### src/rtl/spi_bclk_pkg.sv
package spi_bclk_pkg;

  typedef enum logic [2:0] {
    PH_IDLE   = 3'd0,
    PH_SETUP  = 3'd1,
    PH_ACTIVE = 3'd2,
    PH_HOLD   = 3'd3,
    PH_GAP    = 3'd4
  } busPhase_t;

  // strobes from control to datapath
  typedef struct packed {
    logic load;
    logic accClear;
    logic cntClear;
    logic cntInc;
  } ctlStb_t;

endpackage

### src/rtl/spi_bclk_datapath.sv
module spi_bclk_datapath
  import spi_bclk_pkg::*;
#(
  parameter int NUM_CS  = 5,
  parameter int FIELD_W = 8,
  parameter int CS_W    = 3,
  parameter int POL_TOP = 19,
  parameter int PHA_TOP = 14
) (
  input  logic                        clk,
  input  logic                        rst_n,
  input  logic [CS_W-1:0]             chipSel,
  input  logic [NUM_CS*4*FIELD_W-1:0] devTable,
  input  logic [31:0]                 modeWord,
  input  ctlStb_t                     ctl,
  input  busPhase_t                   phase,
  output logic                        tick,
  output logic                        cntDone,
  output logic                        idlePol,
  output logic                        polQ,
  output logic                        phaQ,
  output logic [CS_W-1:0]             devSelQ
);

  localparam int WORD_W    = 4 * FIELD_W;
  localparam int CODE_LSB  = 3 * FIELD_W;
  localparam int SETUP_LSB = 2 * FIELD_W;
  localparam int HOLD_LSB  = FIELD_W;
  localparam int GAP_LSB   = 0;

  logic [WORD_W-1:0] words [NUM_CS];

  genvar g;
  generate
    for (g = 0; g < NUM_CS; g++) begin : gWord
      assign words[g] = devTable[g*WORD_W +: WORD_W];
    end
  endgenerate

  logic [WORD_W-1:0] liveWord;
  logic              livePha;

  always_comb begin
    liveWord = '0;
    idlePol  = 1'b0;
    livePha  = 1'b0;
    for (int i = 0; i < NUM_CS; i++) begin
      if (chipSel == CS_W'(i)) begin
        liveWord = words[i];
        idlePol  = modeWord[POL_TOP-i];
        livePha  = modeWord[PHA_TOP-i];
      end
    end
  end

  function automatic logic [FIELD_W-1:0] roundPow2(input logic [FIELD_W-1:0] raw);
    logic [FIELD_W-1:0] r;
    r    = '0;
    r[0] = 1'b1;
    for (int i = 0; i < FIELD_W; i++) begin
      if (raw[i]) begin
        r    = '0;
        r[i] = 1'b1;
      end
    end
    return r;
  endfunction

  logic [FIELD_W-1:0] codeQ, setupQ, holdQ, gapQ;

  always_ff @(posedge clk or negedge rst_n) begin
    if (!rst_n) begin
      codeQ    <= FIELD_W'(1);
      setupQ   <= '0;
      holdQ    <= '0;
      gapQ     <= '0;
      polQ     <= 1'b0;
      phaQ     <= 1'b0;
      devSelQ  <= '0;
    end else if (ctl.load) begin
      codeQ    <= roundPow2(liveWord[CODE_LSB +: FIELD_W]);
      setupQ   <= liveWord[SETUP_LSB +: FIELD_W];
      holdQ    <= liveWord[HOLD_LSB +: FIELD_W];
      gapQ     <= liveWord[GAP_LSB +: FIELD_W];
      polQ     <= idlePol;
      phaQ     <= livePha;
      devSelQ  <= chipSel;
    end
  end

  // rate accumulator: carry ends one half-period
  logic [FIELD_W-1:0] acc;
  logic [FIELD_W:0]   sum;

  assign sum  = {1'b0, acc} + {1'b0, codeQ};
  assign tick = sum[FIELD_W];

  always_ff @(posedge clk or negedge rst_n) begin
    if (!rst_n)            acc <= '0;
    else if (ctl.accClear) acc <= '0;
    else                   acc <= sum[FIELD_W-1:0];
  end

  // half-period counter for setup, hold and gap
  logic [FIELD_W-1:0] cnt;
  logic [FIELD_W-1:0] target;

  always_comb begin
    case (phase)
      PH_SETUP: target = setupQ;
      PH_HOLD:  target = holdQ;
      PH_GAP:   target = gapQ;
      default:  target = '0;
    endcase
  end

  assign cntDone = (cnt == target);

  always_ff @(posedge clk or negedge rst_n) begin
    if (!rst_n)            cnt <= '0;
    else if (ctl.cntClear) cnt <= '0;
    else if (ctl.cntInc)   cnt <= cnt + 1'b1;
  end

  AST_CODE_POW2: assert property (@(posedge clk) disable iff (!rst_n)
    $countones(codeQ) == 1);

  AST_SETUP_BOUND: assert property (@(posedge clk) disable iff (!rst_n)
    (phase == PH_SETUP) |-> (cnt <= setupQ));

  AST_HOLD_BOUND: assert property (@(posedge clk) disable iff (!rst_n)
    (phase == PH_HOLD) |-> (cnt <= holdQ));

endmodule

### src/rtl/spi_bclk_control.sv
module spi_bclk_control
  import spi_bclk_pkg::*;
(
  input  logic      clk,
  input  logic      rst_n,
  input  logic      enable,
  input  logic      runReq,
  input  logic      tick,
  input  logic      cntDone,
  input  logic      idlePol,
  input  logic      polQ,
  input  logic      phaQ,
  output ctlStb_t   ctl,
  output busPhase_t phase,
  output logic      sck,
  output logic      launchStb,
  output logic      captureStb
);

  busPhase_t state, nxt;
  logic      leadNext;
  logic      doEdge;

  assign phase = state;

  always_comb begin
    ctl    = '0;
    nxt    = state;
    doEdge = 1'b0;
    case (state)
      PH_IDLE: begin
        ctl.accClear = 1'b1;
        ctl.cntClear = 1'b1;
        if (enable && runReq) begin
          ctl.load = 1'b1;
          nxt      = PH_SETUP;
        end
      end
      PH_SETUP: if (tick) begin
        if (cntDone) begin
          doEdge = 1'b1;
          nxt    = PH_ACTIVE;
        end else begin
          ctl.cntInc = 1'b1;
        end
      end
      PH_ACTIVE: if (tick) begin
        doEdge = 1'b1;
        if (!leadNext && !runReq) begin
          nxt          = PH_HOLD;
          ctl.cntClear = 1'b1;
        end
      end
      PH_HOLD: if (tick) begin
        if (cntDone) begin
          nxt          = PH_GAP;
          ctl.cntClear = 1'b1;
        end else begin
          ctl.cntInc = 1'b1;
        end
      end
      PH_GAP: if (tick) begin
        if (cntDone) nxt = PH_IDLE;
        else         ctl.cntInc = 1'b1;
      end
      default: nxt = PH_IDLE;
    endcase
  end

  always_ff @(posedge clk or negedge rst_n) begin
    if (!rst_n) begin
      state      <= PH_IDLE;
      leadNext   <= 1'b1;
      sck        <= 1'b0;
      launchStb  <= 1'b0;
      captureStb <= 1'b0;
    end else begin
      state      <= nxt;
      launchStb  <= doEdge & (leadNext ? phaQ : ~phaQ);
      captureStb <= doEdge & (leadNext ? ~phaQ : phaQ);
      if (state == PH_IDLE) begin
        sck      <= idlePol;
        leadNext <= 1'b1;
      end else if (doEdge) begin
        sck      <= ~sck;
        leadNext <= ~leadNext;
      end
    end
  end

  AST_STB_EXCL: assert property (@(posedge clk) disable iff (!rst_n)
    !(launchStb && captureStb));

  AST_SCK_HAS_STB: assert property (@(posedge clk) disable iff (!rst_n)
    ((sck != $past(sck)) && ($past(state) != PH_IDLE)) |-> (launchStb || captureStb));

  AST_STB_IN_RUN: assert property (@(posedge clk) disable iff (!rst_n)
    (launchStb || captureStb) |-> (state == PH_ACTIVE || state == PH_HOLD));

  AST_HOLD_SCK_REST: assert property (@(posedge clk) disable iff (!rst_n)
    (state == PH_HOLD) |-> (sck == polQ));

  AST_NO_START_DISABLED: assert property (@(posedge clk) disable iff (!rst_n)
    (state == PH_IDLE && !enable) |=> (state == PH_IDLE));

endmodule

### src/rtl/spi_bitclk_gen.sv
module spi_bitclk_gen
  import spi_bclk_pkg::*;
#(
  parameter int NUM_CS  = 5,
  parameter int FIELD_W = 8
) (
  input  logic                        clk,
  input  logic                        rst_n,
  input  logic                        enable,
  input  logic                        runReq,
  input  logic [2:0]                  chipSel,
  input  logic [NUM_CS*4*FIELD_W-1:0] devTable,
  input  logic [31:0]                 modeWord,
  output logic                        sck,
  output logic                        launchStb,
  output logic                        captureStb,
  output logic                        selActive,
  output logic [2:0]                  busPhase,
  output logic [2:0]                  activeDev
);

  ctlStb_t   ctl;
  busPhase_t phase;
  logic      tick, cntDone, idlePol, polQ, phaQ;

  spi_bclk_datapath #(
    .NUM_CS (NUM_CS),
    .FIELD_W(FIELD_W),
    .CS_W   (3)
  ) uDp (
    .clk     (clk),
    .rst_n   (rst_n),
    .chipSel (chipSel),
    .devTable(devTable),
    .modeWord(modeWord),
    .ctl     (ctl),
    .phase   (phase),
    .tick    (tick),
    .cntDone (cntDone),
    .idlePol (idlePol),
    .polQ    (polQ),
    .phaQ    (phaQ),
    .devSelQ (activeDev)
  );

  spi_bclk_control uCtl (
    .clk       (clk),
    .rst_n     (rst_n),
    .enable    (enable),
    .runReq    (runReq),
    .tick      (tick),
    .cntDone   (cntDone),
    .idlePol   (idlePol),
    .polQ      (polQ),
    .phaQ      (phaQ),
    .ctl       (ctl),
    .phase     (phase),
    .sck       (sck),
    .launchStb (launchStb),
    .captureStb(captureStb)
  );

  assign busPhase  = phase;
  assign selActive = (phase == PH_SETUP) || (phase == PH_ACTIVE) || (phase == PH_HOLD);

endmodule

### config.mk
export PLATFORM = sky130hd
export DESIGN_NAME = spi_bitclk_gen
export DESIGN_NICKNAME = d
export VERILOG_FILES = /design/src/rtl/spi_bclk_pkg.sv /design/src/rtl/spi_bclk_datapath.sv /design/src/rtl/spi_bclk_control.sv /design/src/rtl/spi_bitclk_gen.sv
export SDC_FILE = /design/constraint.sdc
export NUM_CORES = 1
export LEC_CHECK = 0
export BUFFER_PORTS_ARGS = -buffer_cell sky130_fd_sc_hd__buf_4
export CORE_AREA = 2 2 115 89
export DETAILED_ROUTE_END_ITERATION = 6
export DIE_AREA = 0 0 117 91
export GPL_TIMING_DRIVEN = 0
export PLACE_DENSITY_LB_ADDON = 0.1
export SYNTH_ARGS = -nofsm -noshare
export SYNTH_HDL_FRONTEND = slang
export SYNTH_HIERARCHICAL = 1
export SYNTH_SLANG_ARGS = --single-unit
### constraint.sdc
create_clock -name clk -period 7.9 [get_ports clk]
set_input_delay 1.185 -clock clk [delete_from_list [all_inputs] [get_ports clk]]
set_output_delay 1.185 -clock clk [all_outputs]
set_load 0.05 [all_outputs]
==> results of run 1 <==
-- metal layers --
metal	up-vias	wire (um)	global-route usage (%)
met1	1941	5690	34.6
li1	1903	-	-
met4	0	168	5.59
met3	12	760	7.41
met2	119	6220	41.1
met5	-	0	0
-- power by group --
group | total [mW] | switching (mW) | internal (mW)
combinational | 0.614 | 0.306 | 0.307
sequential | 0.518 | 0.0873 | 0.430
clock | 0.346 | 0.136 | 0.210
-- layout make-up --
class                   instances  area, um2
inverters                       8       30.0
clock buffers                   9        225
plain buffers                  30        136
multi-input cells             301       2490
repair buffers                180       1350
clock inverters                 7       45.0
fillers                       828       3580
flip-flops and latches         59       1480
well taps                     132        165
-- registers in the layout, summed over array words and instances, names as in the netlist --
signal and cells:
uCtl/captureStb 1, uCtl/sck 1, uCtl/launchStb 1, uDp/codeQ 8, uCtl/phase 3, uDp/acc 8, uDp/gapQ 8, uDp/holdQ 8
uDp/cnt 8, uDp/phaQ 1, uDp/setupQ 8, uDp/devSelQ 3, uCtl/leadNext 1
-- critical path, cell delays in order (launching register included) --
cell       delay (ps)
dfrtp_1           440
clkbuf_1          290
nor3b_1           800
a22oi_1           290
xor2_1            190
nand4_1           100
nor2_1            320
nand4_1           170
a21oi_1           150
clkbuf_1          330
o2111ai_1         300
or3_1             420
a21oi_1           140
-- metrics by stage --
step | std cells | area, um2 | power [mW] | setup WS [ps] | utilization, %
3_3_place_gp | 710 | 5660 | 1.10 | 4040 | 59.5
5_1_grt | 726 | 5930 | 1.59 | 3410 | 62.4
2_1_floorplan | 398 | 4140 | 0.930 | 4460 | -
3_5_place_dp | 710 | 5660 | 1.13 | 3920 | 59.5
4_1_cts | 726 | 5930 | 1.48 | 3860 | 62.4
6_report | 726 | 5930 | 1.48 | 3870 | 62.4
-- path summary, 6_finish.rpt --
| path | startpoint | endpoint | slack [ps] |
|---|---|---|---|
| max reg2reg | uCtl/phase[1] | uDp/cnt[5] | 3870 |
| min reg2reg | uDp/codeQ[7] | uDp/codeQ[7] | 480 |
| max | uCtl/phase[1] | uDp/cnt[5] | 3870 |
| min | uDp/codeQ[7] | uDp/codeQ[7] | 480 |
| max in group asynchronous | rst_n | uDp/cnt[5] | 6490 |
| min in group asynchronous | rst_n | uDp/acc[7] | 910 |
-- layout by cell type (no fill, tap or decap), types with 12 or more instances in the layout --
cell	count
mux4_2	27
clkbuf_1	16
buf_4	181
nor2_1	77
xor2_1	15
a21oi_1	12
mux2i_1	14
a221oi_1	25
mux2_2	12
dfrtp_1	57
==> flow_summary_export.csv, run 1 <==
group,metric,value,unit
run_status,outcome,"completed",
timing,tns,0,ps
place,io_buffer_count,180,
timing,hold_viol,0,
die,die_h,91,um
global_routing,grt_pass1_vias,4131,
cts,cts.clk_slew.worst_paths,50,ps
cts,clock_latency,330,ps
synthesis,syn_area_per_cell,10.4,um2
cts,holdBufCountCts,0,
synthesis,yosys_warnings,6,
die,fp.dieW,117,um
die,fp.coreArea,9500,um2
drt,viasPerCell,5.48,
drt,drt_pass1_iterations,4,
synthesis,syn_area,4140,um2
timing,slew_viol_final,0,
global_routing,antenna_found_initial,0,
power_and_ir_drop,leakage,2.71,nW
power_and_ir_drop,irDropWorstVdd,0.114,mV
timing,whs,480,ps
timing,min_period,4030,ps
drt,ant_nets,0,
setup_path,start_kind,"flop",
synthesis,syn_nets,607,
cts,post-cts-setup-buffer-count,0,
hold_path,hold_class,"flop to flop",
setup_path,r2r_cells,12,
timing,finalSetupViolCount,0,
setup_path,crit_path_max_fanout,9,
cts,cts_root_buf,"clkbuf_16",
cts,ctsResizeCount,0,
drt,num_vias,3975,
drt,drt-wirelength-per-cell,17.7,um
setup_path,worstPathRequired,8150,ps
global_routing,grt_max_degree,60,
drt,first_iter_violations,268,
die,start_util,43.6,%
final_layout,drive_above_1_share,43.4,%
timing,maxSlewHeadroom,39.9,%
timing,rsz0062_at_grt,"false",
cts,htree_levels,3,
timing,worst_slew_pin_slew,899,ps
cts,clockBufferDepth,2,
die,rows,31,
place,dp_hpwl,10.4,mm
final_layout,finalNetCount,798,
synthesis,syn_inst,398,
cts,numCtsBuffers,9,
timing,clock.fmax,0.248,GHz
die,dieArea,10600,um2
cts,cts_tree,"done",
setup_path,end_kind,"flop",
job,cap_violations,0,
final_layout,area_growth_syn_to_layout,43.2,%
timing,finalClockSkew,5.16,ps
setup_path,path_class,"flop to flop",
global_routing,track_usage,25.7,%
die,io_pins,209,
power_and_ir_drop,p_per_area,249,nW/um2
timing,final.period_utilization,51.0,%
final_layout,diodes,0,
global_routing,grt_pass1_wl,20.8,mm
setup_path,cp.arrival,4280,ps
place,place_congestion,0.877,
cts,clock-sinks,59,
drt,wirelength,12.8,mm
hold_path,whs_path_depth,1,
drt,drc_errors,0,
global_routing,overflow,0,
No activity file was read; power rests on OpenSTA's default activity.
==> run 2: changes to the inputs <==
--- a/config.mk
+++ b/config.mk
@@ -6,9 +6,9 @@
 export NUM_CORES = 1
 export LEC_CHECK = 0
 export BUFFER_PORTS_ARGS = -buffer_cell sky130_fd_sc_hd__buf_4
-export CORE_AREA = 2 2 115 89
+export CORE_AREA = 2 2 119 92
 export DETAILED_ROUTE_END_ITERATION = 6
-export DIE_AREA = 0 0 117 91
+export DIE_AREA = 0 0 121 94
 export GPL_TIMING_DRIVEN = 0
 export PLACE_DENSITY_LB_ADDON = 0.1
 export SYNTH_ARGS = -nofsm -noshare
==> constraint.sdc (replaced) <==
create_clock -name clk -period 3.3 [get_ports clk]
set_input_delay 0.495 -clock clk [delete_from_list [all_inputs] [get_ports clk]]
set_output_delay 0.495 -clock clk [all_outputs]
set_load 0.05 [all_outputs]
==> flow_summary_export.csv, run 2 (same netlist as run 1, synthesis figures left out) <==
group,metric,value,unit
run_status,outcome,"completed",
power_and_ir_drop,p_per_area,624,nW/um2
cts,clock-sinks,59,
die,start_util,40.9,%
drt,viasPerCell,5.44,
die,fp.dieW,121,um
setup_path,crit_buf_inv,1,
global_routing,antenna_found_initial,0,
global_routing,grt_max_degree,60,
power_and_ir_drop,clkPwrFrac,26.7,%
drt,ant_nets,0,
global_routing,grtUsageMet1,32.5,%
cts,clockBufferDepth,2,
global_routing,use_met2,37.1,%
final_layout,drive_above_1_share,45.6,%
timing,finalSetupViolCount,0,
die,fp.coreArea,10100,um2
die,dieArea,11400,um2
global_routing,grt.met3_usage,6.49,%
place,dp_slack,-433,ps
final_layout,area_growth_syn_to_layout,46.4,%
power_and_ir_drop,totalPowerFinal,3.79,mW
drt,drc_errors,0,
job,cap_violations,0,
setup_path,cpMostUsedCell,"a21oi_1",
power_and_ir_drop,p_sw_share,34.1,%
setup_path,end_kind,"flop",
setup_path,r2r_setup_slack,100,ps
place,place_congestion,0.860,
power_and_ir_drop,p_switching,1.29,mW
global_routing,grt_pass1_vias,3986,
global_routing,overflow,0,
power_and_ir_drop,irDropWorstVdd,0.323,mV
timing,final.period_utilization,97.0,%
place,io_buffer_count,180,
final_layout,final_common_cell,"buf_4",
timing,clock.fmax,0.313,GHz
die,io_pins,209,
setup_path,path_class,"flop to flop",
hold_path,hold_class,"primary input to async pin",
timing,min_period,3200,ps
setup_path,cpPeakStageDelay,540,ps
setup_path,crit_slowest_cell,"dfstp_2",
timing,hold_viol,0,
cts,cts.clk_slew.worst_paths,50,ps
setup_path,crit_family,"compound AO/OA/AOI/OAI gates",
place,dp_hpwl,10.6,mm
cts,cts_tree,"done",
global_routing,grt-busiest-layer,"met2",
timing,slew_viol_final,0,
setup_path,crit_path_max_fanout,5,
final_layout,final_cell_mix,"buf_4 (186), nor2_1 (77), dfrtp_1 (56), mux4_2 (27), a221oi_1 (25)",
drt,drt-wirelength-per-cell,17.8,um
drt,drt_pass1_iterations,4,
cts,cts_root_buf,"clkbuf_16",
power_and_ir_drop,cellInternalPower,2.49,mW
drt,num_vias,3991,
timing,worst_slew_pin_slew,739,ps
global_routing,grt_pass1_wl,20.7,mm
power_and_ir_drop,seqPwrFrac,33.7,%
cts,htree_levels,3,
cts,clock_latency,320,ps
timing,maxSlewHeadroom,50.7,%
final_layout,diodes,0,
setup_path,cp.arrival,3440,ps
drt,first_iter_violations,316,
drt,wirelength,13.1,mm
cts,numCtsBuffers,9,
timing,worst_slack,100,ps
setup_path,start_kind,"flop",
power_and_ir_drop,leakage,2.78,nW
power_and_ir_drop,pwr-share-comb,39.5,%
final_layout,finalNetCount,801,
die,die_h,94,um
setup_path,worstPathRequired,3540,ps
global_routing,track_usage,23.9,%
setup_path,cp_cell_sequence,"ha_2 > fa_2 > a21o_1 > a21oi_1 > o21bai_2 > a211oi_2 > o21bai_2 > or3b_4 > a21o_1 > a21oi_1 > buf_4 > o2111ai_4 > or3_1 > a21oi_1",
die,rows,32,
timing,finalClockSkew,5.15,ps
cts,holdBufCountCts,0,
run 2: repair_timing:
action	in CTS	in global routing
buffers inserted	3	1
setup endpoints to repair	3	2
pin swaps	2	4
gates resized for setup	4	6
run 2: path summary, 6_finish.rpt:
path,cells after the start,end,from
max,14,uDp/cnt[7],uDp/codeQ[0]
min in group clk,3,uDp/gapQ[1],devTable[129]
max reg2reg,14,uDp/cnt[7],uDp/codeQ[0]
min,1,uDp/acc[6],rst_n
max in group asynchronous,1,uCtl/phase[1],rst_n
min reg2reg,1,uDp/codeQ[0],uDp/codeQ[0]
run 2: power groups by stage:
stage               Sequential (mW)  Combinational, mW  Clock, mW
global route                   1.31               1.67       1.07
finish                         1.28               1.50       1.01
CTS                            1.27               1.47       1.03
floorplan                      1.28              0.951          0
detailed placement             1.26               1.44          0
global placement               1.26               1.40          0
run 2: per-layer routing:
| metal | share of wire [%] | vias to the layer above |
|---|---|---|
| li1 | - | 1911 |
| met1 | 45 | 1917 |
| met2 | 47 | 149 |
| met3 | 7.3 | 14 |
| met4 | 1.3 | 0 |
| met5 | 0 | - |
run 2: cell type report:
cell class / instances / area (um2)
buffer: 29 / 136
clock buffer: 11 / 253
clock inverter: 5 / 75.1
fill: 847 / 4070
inverter: 8 / 30.0
multi-input combinational: 301 / 2540
sequential: 59 / 1480
tap: 136 / 170
timing repair buffer: 184 / 1380
run 2: through the flow:
step | util (%) | instances | area, um2 | TNS, ps | hold WS, ps
2_1_floorplan | - | 398 | 4150 | 0 | 199
3_3_place_gp | 56.0 | 714 | 5670 | -966 | 473
5_1_grt | 59.9 | 733 | 6060 | -26.1 | 298
3_5_place_dp | 56.0 | 714 | 5670 | -1000 | 475
4_1_cts | 59.5 | 732 | 6030 | 0 | 266
6_report | 59.9 | 733 | 6060 | 0 | 236
